**config.mk**
```make
export PLATFORM = sky130hd
export DESIGN_NAME = i2c_bus_sniffer
export DESIGN_NICKNAME = d
export VERILOG_FILES = /design/src/rtl/i2c_mon_pkg.sv /design/src/rtl/i2c_mon_sync.sv /design/src/rtl/i2c_mon_framer.sv /design/src/rtl/i2c_mon_outreg.sv /design/src/rtl/i2c_bus_sniffer.sv
export SDC_FILE = /design/constraint.sdc
export NUM_CORES = 1
export LEC_CHECK = 0
export CORE_AREA = 2 2 56 58
export DETAILED_ROUTE_END_ITERATION = 12
export DIE_AREA = 0 0 58 60
export DONT_BUFFER_PORTS = 1
export GPL_ROUTABILITY_DRIVEN = 1
export PLACE_DENSITY_LB_ADDON = 0.15
export SETUP_SLACK_MARGIN = 0.4
export SYNTH_ARGS = -nofsm -noshare
export SYNTH_HDL_FRONTEND = slang
export SYNTH_SLANG_ARGS = --single-unit
```
**constraint.sdc**
```tcl
create_clock -name clk -period 1.6 [get_ports clk]
set_input_delay 0.16 -clock clk [delete_from_list [all_inputs] [get_ports clk]]
set_output_delay 0.16 -clock clk [all_outputs]
set_load 0.02 [all_outputs]
```
**src/rtl/i2c_mon_pkg.sv**
```systemverilog
package i2c_mon_pkg;
  localparam int BYTE_W = 8;

  typedef enum logic [2:0] {
    ST_IDLE,
    ST_START,
    ST_SAMPLE,
    ST_PROCESS,
    ST_STOP,
    ST_RSTART
  } mon_state_e;

  typedef struct packed {
    logic [BYTE_W-1:0] data;
    logic              ack;
    logic              first;
  } mon_byte_t;
endpackage

```
**src/rtl/i2c_mon_sync.sv**
```systemverilog
module i2c_mon_sync #(
  parameter int STAGES = 2
) (
  input  logic clk,
  input  logic rst_n,
  input  logic line_i,
  output logic level_o,
  output logic rise_o,
  output logic fall_o
);
  logic [STAGES-1:0] chain_q;
  logic              prev_q;

  // Lines idle high, so reset to 1 to avoid a false edge.
  always_ff @(posedge clk or negedge rst_n) begin
    if (!rst_n) begin
      chain_q <= '1;
      prev_q  <= 1'b1;
    end else begin
      chain_q <= {chain_q[STAGES-2:0], line_i};
      prev_q  <= chain_q[STAGES-1];
    end
  end

  assign level_o = chain_q[STAGES-1];
  assign rise_o  = chain_q[STAGES-1] & ~prev_q;
  assign fall_o  = ~chain_q[STAGES-1] & prev_q;
endmodule

```
**src/rtl/i2c_mon_framer.sv**
```systemverilog
module i2c_mon_framer
  import i2c_mon_pkg::*;
(
  input  logic      clk,
  input  logic      rst_n,
  input  logic      scl_rise_i,
  input  logic      sda_lvl_i,
  input  logic      start_cond_i,
  input  logic      stop_cond_i,
  output logic      msg_start_o,
  output logic      msg_end_o,
  output logic      done_o,
  output mon_byte_t done_byte_o
);
  localparam int CNT_W = $clog2(BYTE_W + 1);
  localparam logic [CNT_W-1:0] LAST_BIT = CNT_W'(BYTE_W);

  mon_state_e        state_q, state_d;
  logic [BYTE_W-1:0] shreg_q;
  logic [CNT_W-1:0]  bitcnt_q;
  logic              smp_q;
  logic              first_q;

  always_comb begin
    state_d = state_q;
    unique case (state_q)
      ST_IDLE:    if (start_cond_i) state_d = ST_START;
      ST_START,
      ST_SAMPLE,
      ST_PROCESS: begin
        if (start_cond_i)      state_d = ST_RSTART;
        else if (stop_cond_i)  state_d = ST_STOP;
        else if (state_q != ST_SAMPLE || scl_rise_i)
          state_d = (state_q == ST_SAMPLE) ? ST_PROCESS : ST_SAMPLE;
      end
      ST_STOP:    state_d = ST_IDLE;
      ST_RSTART:  state_d = ST_START;
      default:    state_d = ST_IDLE;
    endcase
  end

  always_ff @(posedge clk or negedge rst_n) begin
    if (!rst_n) begin
      state_q  <= ST_IDLE;
      shreg_q  <= '0;
      bitcnt_q <= '0;
      smp_q    <= 1'b0;
      first_q  <= 1'b0;
    end else begin
      state_q <= state_d;
      if (state_q == ST_START) begin
        bitcnt_q <= '0;
        first_q  <= 1'b1;
      end
      if (state_q == ST_SAMPLE && state_d == ST_PROCESS)
        smp_q <= sda_lvl_i;
      if (state_q == ST_PROCESS) begin
        if (bitcnt_q == LAST_BIT) begin
          bitcnt_q <= '0;
          first_q  <= 1'b0;
        end else begin
          shreg_q  <= {shreg_q[BYTE_W-2:0], smp_q};
          bitcnt_q <= bitcnt_q + 1'b1;
        end
      end
    end
  end

  assign done_o            = (state_q == ST_PROCESS) && (bitcnt_q == LAST_BIT);
  assign done_byte_o.data  = shreg_q;
  assign done_byte_o.ack   = smp_q;
  assign done_byte_o.first = first_q;
  assign msg_start_o       = (state_q == ST_START);
  assign msg_end_o         = (state_q == ST_STOP) || (state_q == ST_RSTART);
endmodule

```
**src/rtl/i2c_mon_outreg.sv**
```systemverilog
module i2c_mon_outreg
  import i2c_mon_pkg::*;
(
  input  logic      clk,
  input  logic      rst_n,
  input  logic      load_i,
  input  mon_byte_t byte_i,
  input  logic      ready_i,
  output logic      valid_o,
  output mon_byte_t byte_o
);
  always_ff @(posedge clk or negedge rst_n) begin
    if (!rst_n) begin
      valid_o <= 1'b0;
      byte_o  <= '0;
    end else if (load_i) begin
      valid_o <= 1'b1;
      byte_o  <= byte_i;
    end else if (valid_o && ready_i) begin
      valid_o <= 1'b0;
    end
  end
endmodule

```
**src/rtl/i2c_bus_sniffer.sv**
```systemverilog
module i2c_bus_sniffer
  import i2c_mon_pkg::*;
#(
  parameter int SYNC_STAGES = 2
) (
  input  logic              clk,
  input  logic              rst_n,
  input  logic              scl_i,
  input  logic              sda_i,
  output logic              msg_start_o,
  output logic              msg_end_o,
  output logic              byte_valid_o,
  input  logic              byte_ready_i,
  output logic [BYTE_W-1:0] byte_data_o,
  output logic              byte_ack_o,
  output logic              byte_first_o
);
  localparam int N_LINES = 2;  // index 0 = SCL, 1 = SDA

  logic [N_LINES-1:0] line_in, lvl, rise, fall;
  assign line_in = {sda_i, scl_i};

  for (genvar g = 0; g < N_LINES; g++) begin : g_sync
    i2c_mon_sync #(.STAGES(SYNC_STAGES)) u_sync (
      .clk(clk), .rst_n(rst_n), .line_i(line_in[g]),
      .level_o(lvl[g]), .rise_o(rise[g]), .fall_o(fall[g])
    );
  end

  logic scl_steady_hi, start_cond, stop_cond;
  assign scl_steady_hi = lvl[0] & ~rise[0];
  assign start_cond    = fall[1] & scl_steady_hi;
  assign stop_cond     = rise[1] & scl_steady_hi;

  logic      done;
  mon_byte_t done_byte, out_byte;

  i2c_mon_framer u_framer (
    .clk(clk), .rst_n(rst_n),
    .scl_rise_i(rise[0]), .sda_lvl_i(lvl[1]),
    .start_cond_i(start_cond), .stop_cond_i(stop_cond),
    .msg_start_o(msg_start_o), .msg_end_o(msg_end_o),
    .done_o(done), .done_byte_o(done_byte)
  );

  i2c_mon_outreg u_out (
    .clk(clk), .rst_n(rst_n),
    .load_i(done), .byte_i(done_byte), .ready_i(byte_ready_i),
    .valid_o(byte_valid_o), .byte_o(out_byte)
  );

  assign byte_data_o  = out_byte.data;
  assign byte_ack_o   = out_byte.ack;
  assign byte_first_o = out_byte.first;
endmodule

```
==> out/metrics.yaml, run 1 <==
clocking:
  cts_buffers: 5
  clkSinkCount: 34
  root_buffer: "clkbuf_4"
  cts.clk_slew.worst_paths_ns: 0.09
  cts_max_level: 2
  cts_max_path_buffers: 2
  clock_latency_ns: 0.33
  cts_tree: "yes"
pwr:
  comb_power_share_pct: 20.8
  vdd_ir_drop_max_uv: 888.5
  p_switching_w: 0.0005583
  p_int_w: 0.001590
  power_frac_clock_pct: 29.5
  p_sw_share_pct: 25.99
  finalPower_w: 0.002148
  power_density_mw_per_mm2: 1244
  leakage_nw: 0.8323
  seqPwrFrac_pct: 49.7
critical_path:
  cp.arrival_ns: 1.79
  startpoint: "u_framer.bitcnt_q[1]$_DFFE_PN0P_"
  crit_family: "simple AND/OR/NAND/NOR gates"
  path_cells: "inv_1, ha_2, nand3b_1, or3b_4, mux2_4"
  r2r_setup_slack_ns: 0.03
  crit_slowest_cell: "or3b_4"
  timing.rr.end: "u_framer.shreg_q[2]$_DFFE_PN0P_"
  cpPeakStageDelay_ns: 0.47
  required_ns: 1.82
  worst_setup_path_end_kind: "flop"
  worstSetupPathType: "reg -> reg"
  r2r-start: "u_framer.bitcnt_q[1]$_DFFE_PN0P_"
  crit_buf_inv: 1
  crit_path_start_kind: "flop"
  crit_cells: 5
  critPathMaxFanout: 6
  rr_worst_depth: 5
die:
  ioPinCount: 18
  fp.dieH_microns: 60
  num_rows: 20
  die_w_microns: 58
  core_area_sq_mm: 0.002903
  start_util_pct: 46.85
  die_area_sq_mm: 0.003480
sta:
  max_freq_ghz: 0.6358
  worst_slack_ns: 0.02707
  setup_viol: 0
  fin_hold_ws_ns: 0.2730
  finalHoldViolations: 0
  period_minus_slack_ns: 1.573
  worstMarginPinSlew_ns: 0.2423
  finalMaxSlewViolations: 0
  final.setup.tns_ns: 0
  period_share_pct: 98.31
  clock_skew_ns: 0.002864
  max_slew_margin_pct: 83.84
  rsz0062_at_grt: "true"
yosys:
  ys_types: 25
  synth-edff-count: 0
  async_flop_share_pct: 100.0
  ys_top_cells_by_area: "dfrtp_1, dfstp_2, mux2_2"
  yosys.area.top_type: "dfrtp_1"
  ys_seq_elements: 34
  synth.avg_cell_area_sq_um: 14.32
  netlist_area_sq_mm: 0.001360
  synth_warnings: 0
  synth_top_area_share_pct: 51.52
  syn_inst: 95
  yosysSeqAreaShare_pct: 63.11
  synth_nets: 102
  synth_ff_type: "dfrtp_1"
drt:
  via_per_inst: 5.267
  drt-initial-drc-count: 16
  vias: 790
  dr.pass1.iters: 4
  drc: 0
  wl_per_cell_microns: 15.09
  drtAntennaViolNets: 0
  routed_wl_microns: 2264
placement:
  globalplace.congestion: 0.7881
  hpwl_microns: 1279
  numPortBuffers: 0
  pre_cts_ws_ns: 0.004328
grt:
  grt_usage_pct: 14.82
  grt_pass1_wl_microns: 3753
  grt_max_degree: 35
  overflow: 0
  antenna_found_initial: 0
  grt_pass1_vias: 841
flow_run:
  maxCapViolCount: 0
layout:
  fin_util_pct: 59.48
  drive_gt1_share_pct: 48.72
  diodes: 0
  syn_to_final_growth_pct: 26.96
  num-nets-final: 124
  fill_cells: 230
worst_hold_path:
  hp-class: "in -> async"
run_status:
  status: "complete, no violations"
[worst max path at each step]
stage / endpoint
floorplan: u_out.byte_o[0]$_DFFE_PN0P_
global placement: u_out.byte_o[5]$_DFFE_PN0P_
detailed placement: u_out.byte_o[6]$_DFFE_PN0P_
CTS: u_framer.shreg_q[2]$_DFFE_PN0P_
global route: u_framer.shreg_q[0]$_DFFE_PN0P_
finish: u_framer.shreg_q[2]$_DFFE_PN0P_
[routing by layer]
layer	track usage [%]	share of wire, %	routed length (microns)
met1	18.73	47	1073
met2	21.92	46	1038
met3	5.844	4.9	111
met4	7.973	1.8	41
met5	0	0	0
[cells in the mapped netlist (2+ instances only)]
cell type	count
inv_1	5
nand2b_1	2
xor2_1	2
ha_1	2
nand3_1	2
nor2b_1	2
nor2_1	4
dfstp_2	6
mux2_4	7
o21ai_0	6
mux2_2	12
nand2_1	5
dfrtp_1	28
[metrics by stage]
stage	area (sq um)	instances
finish	1727	150
global route	1727	150
floorplan	1366	95
detailed placement	1430	132
global placement	1430	132
CTS	1649	148
[power by group through the flow]
| stage | combinational, W | sequential (W) | clock, W |
|---|---|---|---|
| after global routing | 0.000493 | 0.00108 | 0.000695 |
| after CTS | 0.000418 | 0.00106 | 0.000658 |
| after floorplan | 0.000232 | 0.00107 | 0 |
| after detailed placement | 0.000329 | 0.00107 | 0 |
| after global placement | 0.000327 | 0.00107 | 0 |
| final | 0.000447 | 0.00107 | 0.000634 |
[layout make-up]
class,instances,area (sq um),share of cell area (%)
Clock buffer,6,51.30,2.971
Clock inverter,1,30.03,1.739
Inverter,5,18.77,1.087
Multi-Input combinational cell,55,565.5,32.75
Sequential cell,34,858.3,49.71
Tap cell,33,41.29,2.391
Timing Repair Buffer,16,161.4,9.348
[repair_timing]
action	4_1_cts	5_1_grt
resized for setup	13	16
buffers inserted	3	2
endpoints found under the hold margin	37	0
cloned	1	0
hold buffers	5	0
pin swaps	3	1
setup endpoints to repair	26	26
[layout by cell type, fill, tap and decap left out, drive strengths merged, types with 3 or more instances in the layout]
cell type    netlist  final
inv                5      5
dlygate4sd3        0      4
nor2               4      4
mux2              19     19
clkbuf             0      6
buf                2     12
nand2              5      5
dfstp              6      6
o21ai              6      6
dfrtp             28     28
nand2b             3      3
[worst register-to-register path, cell delays in order, from the launching register on]
cell	delay [ns]
dfrtp_1	0.35
inv_1	0.05
ha_2	0.16
nand3b_1	0.12
or3b_4	0.47
mux2_4	0.32
[cells by family after synthesis]
kind of cell    count (synthesis)  synth area share, %
compound gates                 10                4.417
xor+xnor                        2                1.288
fa+ha+maj                       2                1.840
buf+inv                         7                2.760
flops                          34                63.11
mux                            19                17.66
simple gates                   21                8.923
[registers in the layout, indices dropped and copies added, names as in the netlist]
name	flops
u_framer.state_q	3
u_framer.bitcnt_q	4
g_sync.u_sync.chain_q	4
g_sync.u_sync.prev_q	2
u_out.byte_o	10
u_framer.first_q	1
u_framer.smp_q	1
u_framer.shreg_q	8
u_out.valid_o	1
(Power assumes the default switching activity.)
==> run 2: changes to the inputs <==
- PLACE_DENSITY_LB_ADDON: 0.15 -> unset
==> run 2 against run 1 <==
- hold slack improved by 0.0028 ns
- sequential power about the same
- die area unchanged
- power decreased by 5.2%
- critical path type unchanged
- largest power group unchanged
==> out/metrics.yaml, run 2 (synthesis gave the netlist of run 1 again) <==
layout:
  largestRegisters: "u_out.byte_o x10, u_framer.shreg_q x8"
  final_cell_mix: "dfrtp_1, mux2_4, buf_4, dfstp_2"
  diodes: 0  # unchanged
  fill_cells: 233  # +1.3%
  largest_reg_flops: 10  # unchanged
  syn_to_final_growth_pct: 27.05  # about the same
  final_common_cell: "dfrtp_1"
  regArea_sq_um: 858.3  # unchanged
  fin_util_pct: 59.53  # about the same
  num-nets-final: 127  # +2.4%
  multiInputGateArea_sq_um: 561.8  # -0.66%
  fin_cells: 154  # +2.7%
  drive_gt1_share_pct: 50.41  # +1.7 points
  largest-register: "u_out.byte_o"
clocking:
  clock_latency_ns: 0.32  # about the same
  cts_buffers: 5  # unchanged
  cts_max_path_buffers: 2  # unchanged
  cts.clk_slew.worst_paths_ns: 0.10  # about the same
  cts_tree: "yes"
  clkSinkCount: 34  # unchanged
  cts_max_level: 2  # unchanged
  root_buffer: "clkbuf_4"
grt:
  grt_pass1_wl_microns: 3629  # -3.3%
  overflow: 0  # unchanged
  grt_max_degree: 35  # unchanged
  grt_pass1_vias: 771  # -8.3%
  grt_usage_pct: 14.72  # -0.10 points
  antenna_found_initial: 0  # unchanged
critical_path:
  worstSetupPathType: "reg -> reg"
  crit_path_start_kind: "flop"
  critPathMaxFanout: 5  # -1
  crit_slowest_cell: "or3b_4"
  cpPeakStageDelay_ns: 0.46  # about the same
  cp.arrival_ns: 1.80  # about the same
  path_cells: "inv_1, ha_2, nand3b_1, or3b_4, mux2_4"
  required_ns: 1.82  # about the same
  worst_setup_path_end_kind: "flop"
die:
  ioPinCount: 18  # unchanged
  fp.dieH_microns: 60  # unchanged
  start_util_pct: 46.85  # unchanged
  core_area_sq_mm: 0.002903  # unchanged
  die_area_sq_mm: 0.003480  # unchanged
  die_w_microns: 58  # unchanged
  num_rows: 20  # unchanged
sta:
  period_minus_slack_ns: 1.580  # +0.007029 ns
  max_freq_ghz: 0.6329  # -0.44%
  max_slew_margin_pct: 83.97  # +0.13 points
  setup_viol: 0  # unchanged
  clock_skew_ns: 0.005395  # +0.002531 ns
  finalHoldViolations: 0  # unchanged
  period_share_pct: 98.75  # +0.44 points
  worstMarginPinSlew_ns: 0.2404  # -0.001971 ns
  finalMaxSlewViolations: 0  # unchanged
  rsz0062_at_grt: "true"
drt:
  dr.pass1.iters: 4  # unchanged
  vias: 776  # -1.8%
  drtAntennaViolNets: 0  # unchanged
  wl_per_cell_microns: 14.69  # -2.7%
  via_per_inst: 5.039  # -4.3%
  drc: 0  # unchanged
  routed_wl_microns: 2262  # about the same
  drt-initial-drc-count: 16  # unchanged
flow_run:
  maxCapViolCount: 0  # unchanged
pwr:
  power_density_mw_per_mm2: 1178  # -5.3%
  leakage_nw: 0.8342  # +0.23%
  vdd_ir_drop_max_uv: 894.7  # +0.70%
worst_hold_path:
  hp-class: "in -> async"
placement:
  placed_cells: 133  # +0.76%
  numPortBuffers: 0  # unchanged
  globalplace.congestion: 0.7410  # -6.0%
  hpwl_microns: 1276  # -0.26%
run_status:
  status: "complete, no violations"
run 2: changes by cell type in the layout (fill, tap and decap cells not counted), sizes merged:
cell	previous run	this run
clkinvlp	0	1
bufinv	1	0
clkinv	0	1
buf	12	15
run 2: cell type report:
class	count	area share [%]
clock buffer	6	2.969
clock inverter	2	0.7241
inverter	5	1.086
multi-input combinational	55	32.51
sequential	34	49.67
tap	33	2.390
timing repair buffer	19	10.64
run 2: repair_timing:
action / 4_1_cts / 5_1_grt
gates cloned: 1 / 0
resized for setup: 20 / 9
setup buffers: 3 / 4
hold buffers: 5 / 0
hold endpoints to repair: 37 / 0
endpoints found under the setup margin: 26 / 26
run 2: per-layer routing:
layer / global-route usage (%) / vias to the layer above / wire length [microns]
met5: 0 / - / 0
met4: 5.980 / 0 / 10
met3: 6.926 / 2 / 114
met2: 20.45 / 20 / 1056
met1: 19.83 / 374 / 1081
li1: - / 380 / -
run 2: path summary, 6_finish.rpt:
check                      slack (ns)                                   from                               endpoint  cells past startpoint
setup / recovery                 0.02       u_framer.bitcnt_q[0]$_DFFE_PN0P_        u_framer.shreg_q[0]$_DFFE_PN0P_                      5
hold / removal                   0.28                                  rst_n            u_out.byte_o[1]$_DFFE_PN0P_                      2
setup reg to reg                 0.02       u_framer.bitcnt_q[0]$_DFFE_PN0P_        u_framer.shreg_q[0]$_DFFE_PN0P_                      5
hold reg to reg                  0.36  g_sync[0].u_sync.chain_q[0]$_DFF_PN1_  g_sync[0].u_sync.chain_q[1]$_DFF_PN1_                      0
max in group asynchronous        1.08                                  rst_n      g_sync[0].u_sync.prev_q$_DFF_PN1_                      2
min in group clk                 0.36  g_sync[0].u_sync.chain_q[0]$_DFF_PN1_  g_sync[0].u_sync.chain_q[1]$_DFF_PN1_                      0
run 2: power by group:
group          switching (W)  internal, W  leakage [nW]  total, W
Clock               0.000281     0.000211        0.0343  0.000492
Sequential         0.0000894     0.000976         0.440   0.00106
Combinational       0.000203     0.000276         0.359  0.000479
Total               0.000573      0.00146         0.834   0.00204
run 2: metrics by stage:
stage	TNS, ns	total power, W	hold slack, ns	cell area, sq um	setup WS, ns
CTS	0	0.001987	0.2673	1664	0.02037
finish	0	0.002036	0.2758	1728	0.02004
global placement	0	0.001399	-0.1346	1438	0.003399
global route	-0.5886	0.002159	0.2678	1728	-0.04835
detailed placement	0	0.001407	-0.1348	1438	0.003873
floorplan	-0.2627	0.001300	-0.1356	1366	-0.01846
run 2: critical path, delay by kind of cell (launching register included):
family / cells / cell delay, ns
mux: 1 / 0.32
buf+inv: 1 / 0.05
fa+ha+maj: 1 / 0.16
flops: 1 / 0.36
simple gates: 2 / 0.59
